`src/rtl/fpl_pkg.sv`:
```
package fpl_pkg;

    localparam int unsigned FPL_ADDR_W     = 18;
    localparam int unsigned FPL_DATA_W     = 8;
    localparam int unsigned FPL_PAGE_BYTES = 32;
    localparam int unsigned FPL_IDX_W      = $clog2(FPL_PAGE_BYTES);
    localparam int unsigned FPL_BASE_W     = FPL_ADDR_W - FPL_IDX_W;
    localparam logic [FPL_DATA_W-1:0] FPL_ERASED = '1;

    typedef enum logic [1:0] {
        ST_IDLE = 2'd0,
        ST_FILL = 2'd1,
        ST_FULL = 2'd2
    } fill_state_t;

    typedef struct packed {
        logic align;
        logic seq;
        logic overrun;
    } err_t;

    typedef struct packed {
        logic                  we;
        logic                  clr;
        logic [FPL_IDX_W-1:0]  idx;
    } store_cmd_t;

    function automatic logic is_page_start(input logic [FPL_ADDR_W-1:0] a);
        return a[FPL_IDX_W-1:0] == '0;
    endfunction

    function automatic logic bank_of(input logic [FPL_BASE_W-1:0] base);
        return base[FPL_BASE_W-1];
    endfunction

endpackage

```
`src/rtl/fpl_store.sv`:
```
module fpl_store #(
    parameter int unsigned DEPTH  = 32,
    parameter int unsigned DATA_W = 8,
    localparam int unsigned IDX_W = $clog2(DEPTH)
) (
    input  logic              clk,
    input  logic              rst,
    input  logic              we,
    input  logic              clr,
    input  logic [IDX_W-1:0]  widx,
    input  logic [DATA_W-1:0] wdata,
    input  logic [IDX_W-1:0]  ridx,
    output logic [DATA_W-1:0] rdata
);

    logic [DEPTH-1:0][DATA_W-1:0] cells;

    for (genvar g = 0; g < DEPTH; g++) begin : g_cell
        logic [DATA_W-1:0] val;
        logic              hit;

        assign hit = we && (widx == IDX_W'(g));

        always_ff @(posedge clk) begin
            if (rst) begin
                val <= '1;
            end else if (clr) begin
                val <= hit ? wdata : '1;
            end else if (hit) begin
                val <= wdata;
            end
        end

        assign cells[g] = val;
    end

    assign rdata = cells[ridx];

endmodule

```
`src/rtl/fpl_seq.sv`:
```
module fpl_seq
    import fpl_pkg::*;
(
    input  logic                   clk,
    input  logic                   rst,
    input  logic                   wr_en,
    input  logic [FPL_ADDR_W-1:0]  wr_addr,
    input  logic                   page_ack,
    output store_cmd_t             cmd,
    output logic [FPL_BASE_W-1:0]  base,
    output logic [FPL_IDX_W-1:0]   count,
    output logic                   filling,
    output logic                   ready,
    output err_t                   errs
);

    localparam logic [FPL_IDX_W-1:0] LAST_IDX = FPL_IDX_W'(FPL_PAGE_BYTES - 1);

    fill_state_t               state, state_n;
    logic [FPL_BASE_W-1:0]     base_n;
    logic [FPL_IDX_W-1:0]      count_n;
    err_t                      errs_n;
    logic                      in_order;

    assign in_order = (wr_addr == {base, count});

    always_comb begin
        state_n = state;
        base_n  = base;
        count_n = count;
        errs_n  = '0;
        cmd     = '0;
        unique case (state)
            ST_IDLE: begin
                if (wr_en) begin
                    if (is_page_start(wr_addr)) begin
                        base_n  = wr_addr[FPL_ADDR_W-1:FPL_IDX_W];
                        cmd.we  = 1'b1;
                        cmd.clr = 1'b1;
                        cmd.idx = '0;
                        count_n = FPL_IDX_W'(1);
                        state_n = ST_FILL;
                    end else begin
                        errs_n.align = 1'b1;
                    end
                end
            end
            ST_FILL: begin
                if (wr_en) begin
                    if (in_order) begin
                        cmd.we  = 1'b1;
                        cmd.idx = count;
                        if (count == LAST_IDX) begin
                            count_n = '0;
                            state_n = ST_FULL;
                        end else begin
                            count_n = count + 1'b1;
                        end
                    end else begin
                        errs_n.seq = 1'b1;
                        cmd.clr    = 1'b1;
                        count_n    = '0;
                        state_n    = ST_IDLE;
                    end
                end
            end
            ST_FULL: begin
                if (wr_en) begin
                    errs_n.overrun = 1'b1;
                end
                if (page_ack) begin
                    state_n = ST_IDLE;
                end
            end
            default: state_n = ST_IDLE;
        endcase
    end

    always_ff @(posedge clk) begin
        if (rst) begin
            state <= ST_IDLE;
            base  <= '0;
            count <= '0;
            errs  <= '0;
        end else begin
            state <= state_n;
            base  <= base_n;
            count <= count_n;
            errs  <= errs_n;
        end
    end

    assign filling = (state == ST_FILL);
    assign ready   = (state == ST_FULL);

endmodule

```
`src/rtl/fpl_rdgate.sv`:
```
module fpl_rdgate (
    input  logic rd_req,
    input  logic op_active,
    output logic rd_grant
);

    assign rd_grant = rd_req && !op_active;

endmodule

```
`src/rtl/flash_page_latch.sv`:
```
module flash_page_latch
    import fpl_pkg::*;
(
    input  logic                   clk,
    input  logic                   rst,
    input  logic                   wr_en,
    input  logic [FPL_ADDR_W-1:0]  wr_addr,
    input  logic [FPL_DATA_W-1:0]  wr_data,
    input  logic                   page_ack,
    input  logic                   op_active,
    input  logic                   rd_req,
    output logic                   rd_grant,
    output logic                   page_ready,
    output logic [FPL_BASE_W-1:0]  page_base,
    output logic                   bank_hi,
    output logic                   err_align,
    output logic                   err_seq,
    output logic                   err_overrun,
    input  logic [FPL_IDX_W-1:0]   rd_idx,
    output logic [FPL_DATA_W-1:0]  page_byte
);

    store_cmd_t              cmd;
    err_t                    errs;
    logic                    filling;
    logic [FPL_IDX_W-1:0]    fill_cnt;

    fpl_seq u_seq (
        .clk      (clk),
        .rst      (rst),
        .wr_en    (wr_en),
        .wr_addr  (wr_addr),
        .page_ack (page_ack),
        .cmd      (cmd),
        .base     (page_base),
        .count    (fill_cnt),
        .filling  (filling),
        .ready    (page_ready),
        .errs     (errs)
    );

    fpl_store #(
        .DEPTH  (FPL_PAGE_BYTES),
        .DATA_W (FPL_DATA_W)
    ) u_store (
        .clk   (clk),
        .rst   (rst),
        .we    (cmd.we),
        .clr   (cmd.clr),
        .widx  (cmd.idx),
        .wdata (wr_data),
        .ridx  (rd_idx),
        .rdata (page_byte)
    );

    fpl_rdgate u_gate (
        .rd_req    (rd_req),
        .op_active (op_active),
        .rd_grant  (rd_grant)
    );

    assign bank_hi     = bank_of(page_base);
    assign err_align   = errs.align;
    assign err_seq     = errs.seq;
    assign err_overrun = errs.overrun;

endmodule

```
`config.mk`:
```
export PLATFORM = sky130hd
export DESIGN_NAME = flash_page_latch
export DESIGN_NICKNAME = d
export VERILOG_FILES = /design/src/rtl/fpl_pkg.sv /design/src/rtl/fpl_store.sv /design/src/rtl/fpl_seq.sv /design/src/rtl/fpl_rdgate.sv /design/src/rtl/flash_page_latch.sv
export SDC_FILE = /design/constraint.sdc
export NUM_CORES = 1
export LEC_CHECK = 0
export ABC_AREA = 0
export BUFFER_PORTS_ARGS = -buffer_cell sky130_fd_sc_hd__buf_4
export CAP_MARGIN = 20
export CORE_MARGIN = 5
export CORE_UTILIZATION = 60
export DETAILED_ROUTE_END_ITERATION = 12
export HOLD_SLACK_MARGIN = 0.02
export MAX_ROUTING_LAYER = met4
export PLACE_DENSITY = 0.8
export SLEW_MARGIN = 20
export SYNTH_ARGS = -nofsm -noshare
export SYNTH_HDL_FRONTEND = slang
export SYNTH_HIERARCHICAL = 1
export SYNTH_SLANG_ARGS = --single-unit
```
`constraint.sdc`:
```
create_clock -name clk -period 4.49 [get_ports clk]
set_clock_uncertainty 0.2 [all_clocks]
set_input_delay 0.6735 -clock clk [delete_from_list [all_inputs] [get_ports clk]]
set_output_delay 0.6735 -clock clk [all_outputs]
set_load 0.05 [all_outputs]
```
# == After elaboration in Yosys (flattened, before gate mapping) ==
# Cells that the tools add are included.
# classes
addsub,1
order_cmp,1
eq_ne,40
muxes,120
bitwise_logic,4
reduce_logical,76
# op_table
operator,n
two-way mux 8 bit,97
"== test 5 bit, second input constant",17
nonzero test 2 bit,33
binary-select mux 8 bit (select 5 bit),1
"== test 5 x 4 -> 1 bit, second input constant",8
logical AND 1 bit,33
two-way mux 5 bit,6
two-way mux 7 bit,3
"== test 5 x 3 -> 1 bit, second input constant",4
== test 18 bit,1
one-hot mux 7 bit (2 select lines),1
two-way mux 2 bit,6
"== test 5 x 2 -> 1 bit, second input constant",2
zero test 5 bit,2
one-hot mux 5 bit (2 select lines),1
"less-than comparator 5 x 6 -> 1 bit, second input constant",1
"inequality test 2 bit, second input constant",3
one-hot mux 2 bit (3 select lines),1
OR reduction 3 bit,2
"adder 5 x 1 -> 5 bit, second input constant",1
"== test 5 x 1 -> 1 bit, second input constant",1
AND reduction 5 bit,1
two-way mux 1 bit,4
inverter 1 bit,4
other kinds (9),9
# totals
ff_bits,279
input_bits,37
output_inout_bits,27
word_cells,280

# == Longest topological paths before layout ==
# logic_depth
depth_word,8
ltp_mapped,12
depth_no_buf,8

# == By module ==
# Netlist, hierarchy kept.
# by_module_without_submodules
mod,instances,cells_per_inst,area_each_um2,seq_area_each_um2
fpl_store,1,1364,13261.5,5124.9
fpl_seq,1,138,1290.0,460.4
fpl_rdgate,1,1,13.8,0.0
flash_page_latch,1,1,7.5,0.0

# == Worst setup path before layout ==
# No wires, ideal clock.
# synth_path
kind,input-to-output
start,input port rd_idx[2]
end,output port page_byte[0]
arrival_time_ps,2495
t_required_ps,3617
slack_ps,1122
stages,5
n_path_buf,2
cell_sequence,clkbuf_1 clkbuf_1 mux4_2 mux4_2 mux2_2
# synth_via
elab_chain_cells,2
# synth_lines
item,line_no,text
from (decl),flash_page_latch.sv:19,"input logic [FPL_IDX_W-1:0] rd_idx,"
binary-select mux 8 bit (select 5 bit),fpl_store.sv:37,assign rdata = cells[ridx];
two-way mux 8 bit (not written as such),fpl_store.sv:37,
to (decl),flash_page_latch.sv:20,output logic [FPL_DATA_W-1:0] page_byte
# No other way between the ends. The select of a mux whose other input is x is not followed.

# == Worst setup path after layout ==
# layout_path
start,input port rd_idx[1]
end,output port page_byte[2]
# The elaborated chain is that of the path after synthesis.

==> flow_metrics.py <==
metrics = {
    "outcome": {
        "status": "complete, no violations",
    },
    "logic_synthesis": {
        "ys_top_cells_by_area": "dfxtp_1, o21bai_1, a211oi_1",
        "yosys.area.top_type": "dfxtp_1",
        "ys_types": 53,
        "synth_xor_area_share_pct": 1.08,
        "yosys-mux-area-fraction_pct": 13.9,
        "synth_warnings": 6,
        "synth_top_area_share_pct": 38.3,
        "synth_edf_count": 0,
        "synth_cells": 1504,
        "syn_nets": 1543,
        "syn_avg_cell_area_um2": 9.69,
        "synth_top_family_by_area": "compound AO/OA/AOI/OAI gates",
        "synth-async-reset-ratio_pct": 0,
        "synth_ff_type": "dfxtp_1",
        "synth_compound_area_share_pct": 27.1,
        "yosysSeqAreaShare_pct": 38.3,
        "yosys.area_share.simple_pct": 12.9,
        "netlist_area_um2": 14600,
        "synth_fa_ha_area_share_pct": 0.172,
        "synth-seq-cells": 279,
    },
    "sta": {
        "fin_crit_ps": 3750,
        "tns_ps": 0,
        "maxSlewHeadroom_pct": 30.5,
        "final-max-slew-violation-count": 0,
        "tightest_slew_ps": 1040,
        "post-route-period-util_pct": 83.6,
        "fmax_mhz": 266,
        "report.final.hold_viol_count": 0,
        "setup_viol": 0,
        "whs_ps": 166,
        "grt_setup_unrepaired": "false",
    },
    "floorplanning": {
        "die_h_um": 166,
        "placementRows": 57,
        "core_um2": 24100,
        "ioPinCount": 64,
        "dieArea_um2": 27500,
        "die_x_um": 166,
        "initial_utilization_pct": 60.5,
    },
    "place": {
        "io_buffers": 63,
        "dp_hpwl_mm": 22.9,
        "dpl_cell_area_um2": 15000,
        "place.gp.congestion": 0.864,
    },
    "grt": {
        "grt_max_degree": 158,
        "grtUsageTotal_pct": 30.3,
        "grt_pass1_wl_mm": 68.4,
        "antenna_found_initial": 1,
        "gr-total-overflow": 0,
        "grt_pass1_vias": 12500,
    },
    "route": {
        "drc": 0,
        "ant_nets": 0,
        "dr.pass1.iters": 5,
        "wl_mm": 42.2,
        "avgViaCountPerCell": 7.16,
        "vias": 12600,
        "drtIter0Drc": 1615,
        "wl_per_cell_um": 23.9,
    },
    "clock_tree": {
        "cts_root_buffer": "clkbuf_16",
        "hold_buffers": 0,
        "clock_tree.buffer_depth": 3,
        "cts-htree-levels": 1,
        "cts_tree": "yes",
        "cts-resized-gates": 0,
        "post_cts_buffers": 0,
        "clk_latency_ps": 550,
        "clock_sinks": 279,
        "cts_made_buffers": 30,
        "path_clk_slew_ps": 60,
    },
    "pwr": {
        "p_leak_nw": 5.75,
        "ir_drop_mv": 0.254,
        "p_per_area_nw_per_um2": 329,
    },
    "critical_path": {
        "crit_fanout": 16,
        "worst_setup_path_start_kind": "primary input",
        "end_kind": "primary output",
        "worstPathRequired_ps": 3620,
        "crit_type": "in2out",
        "cp.arrival_ps": 2880,
    },
    "finish": {
        "fillers": 1908,
        "final_cell_mix": "dfxtp_1, nor3_1, a211oi_1, o21bai_1, buf_4",
        "seqCellArea_um2": 5590,
        "mostFrequentLayoutCell": "dfxtp_1",
        "areaGrowthSynthToFinish_pct": 10.0,
        "nets": 1456,
        "drive_above_1_share_pct": 18.6,
        "multi_input_area_um2": 8130,
        "fin_area_um2": 16000,
    },
    "job": {
        "drv_cap": 0,
    },
    "min_path": {
        "hp-class": "in2reg",
    },
}
## through the flow
step	std cells	utilization [%]	power, mW	setup WS [ps]
2_1_floorplan	1504	-	2.72	1120
3_3_place_gp	1709	62.3	2.80	738
3_5_place_dp	1709	62.3	2.80	704
4_1_cts	1762	66.5	5.28	734
5_1_grt	1763	66.5	5.41	633
6_report	1763	66.5	5.27	735
## flip-flops by register name, summed over array words and instances, names as in the netlist
signal,flops
u_seq/state,2
u_seq/errs,3
u_seq/count,5
u_store/g_cell.val,256
u_seq/base,13
## worst max-delay path: stages
cell	delay, ps
buf_4	320
buf_4	290
mux4_2	590
mux4_2	480
mux2_2	320
buf_4	200
## routing by layer
| metal | global-route usage, % | routed length, um | vias up |
|---|---|---|---|
| met5 | - | 0 | - |
| met4 | 8.32 | 892 | 0 |
| met3 | 5.21 | 4310 | 79 |
| met2 | 46.9 | 19700 | 732 |
| met1 | 41.5 | 17300 | 6217 |
| li1 | - | - | 5597 |
## synthesized netlist by cell type, drive strengths merged (5+ instances only)
library cell / instances
a211oi: 256
and2: 5
and3: 6
buf: 16
clkbuf: 210
dfxtp: 279
inv: 6
mux2: 8
mux2i: 14
mux4: 80
nand2: 7
nand2b: 6
nand3: 6
nand4: 6
nor2: 18
nor2b: 7
nor3: 261
o21bai: 257
xnor2: 18
## cell type report
| type | instances | share of cell area (%) |
|---|---|---|
| multi-input combinational | 993 | 50.7 |
| sequential | 279 | 34.8 |
| clock buffer | 47 | 5.77 |
| timing repair buffer | 107 | 5.42 |
| tap | 324 | 2.53 |
| clock inverter | 6 | 0.570 |
| inverter | 6 | 0.140 |
| antenna | 1 | 0.0156 |
## logic make-up (layout without fill, tap and decap cells)
family	after synthesis	in the layout
AO/OA/AOI/OAI	523	523
AND/OR/NAND/NOR	348	348
flip-flops	279	279
buffers and inverters	232	166
multiplexers	102	102
XOR/XNOR	18	18
adder cells (fa/ha/maj)	2	2
other	0	1
## where the power goes
group | leakage [nW] | internal, mW | total [mW] | switching, mW
Combinational | 2.99 | 0.110 | 0.269 | 0.159
Clock | 0.503 | 1.52 | 2.52 | 1.01
Sequential | 2.26 | 2.48 | 2.48 | 0.00154
## worst paths after layout
| check | startpoint | end | slack, ps | depth (start not counted) |
|---|---|---|---|---|
| worst min register to register | u_store/g_cell[12].val[7] | u_store/g_cell[12].val[7] | 310 | 2 |
| worst min-delay path | wr_en | u_seq/state[0] | 170 | 2 |
| worst max-delay path | rd_idx[1] | page_byte[2] | 740 | 6 |
| worst max register to register | u_seq/count[1] | u_store/g_cell[0].val[6] | 1010 | 8 |
(Power assumes the default switching activity.)
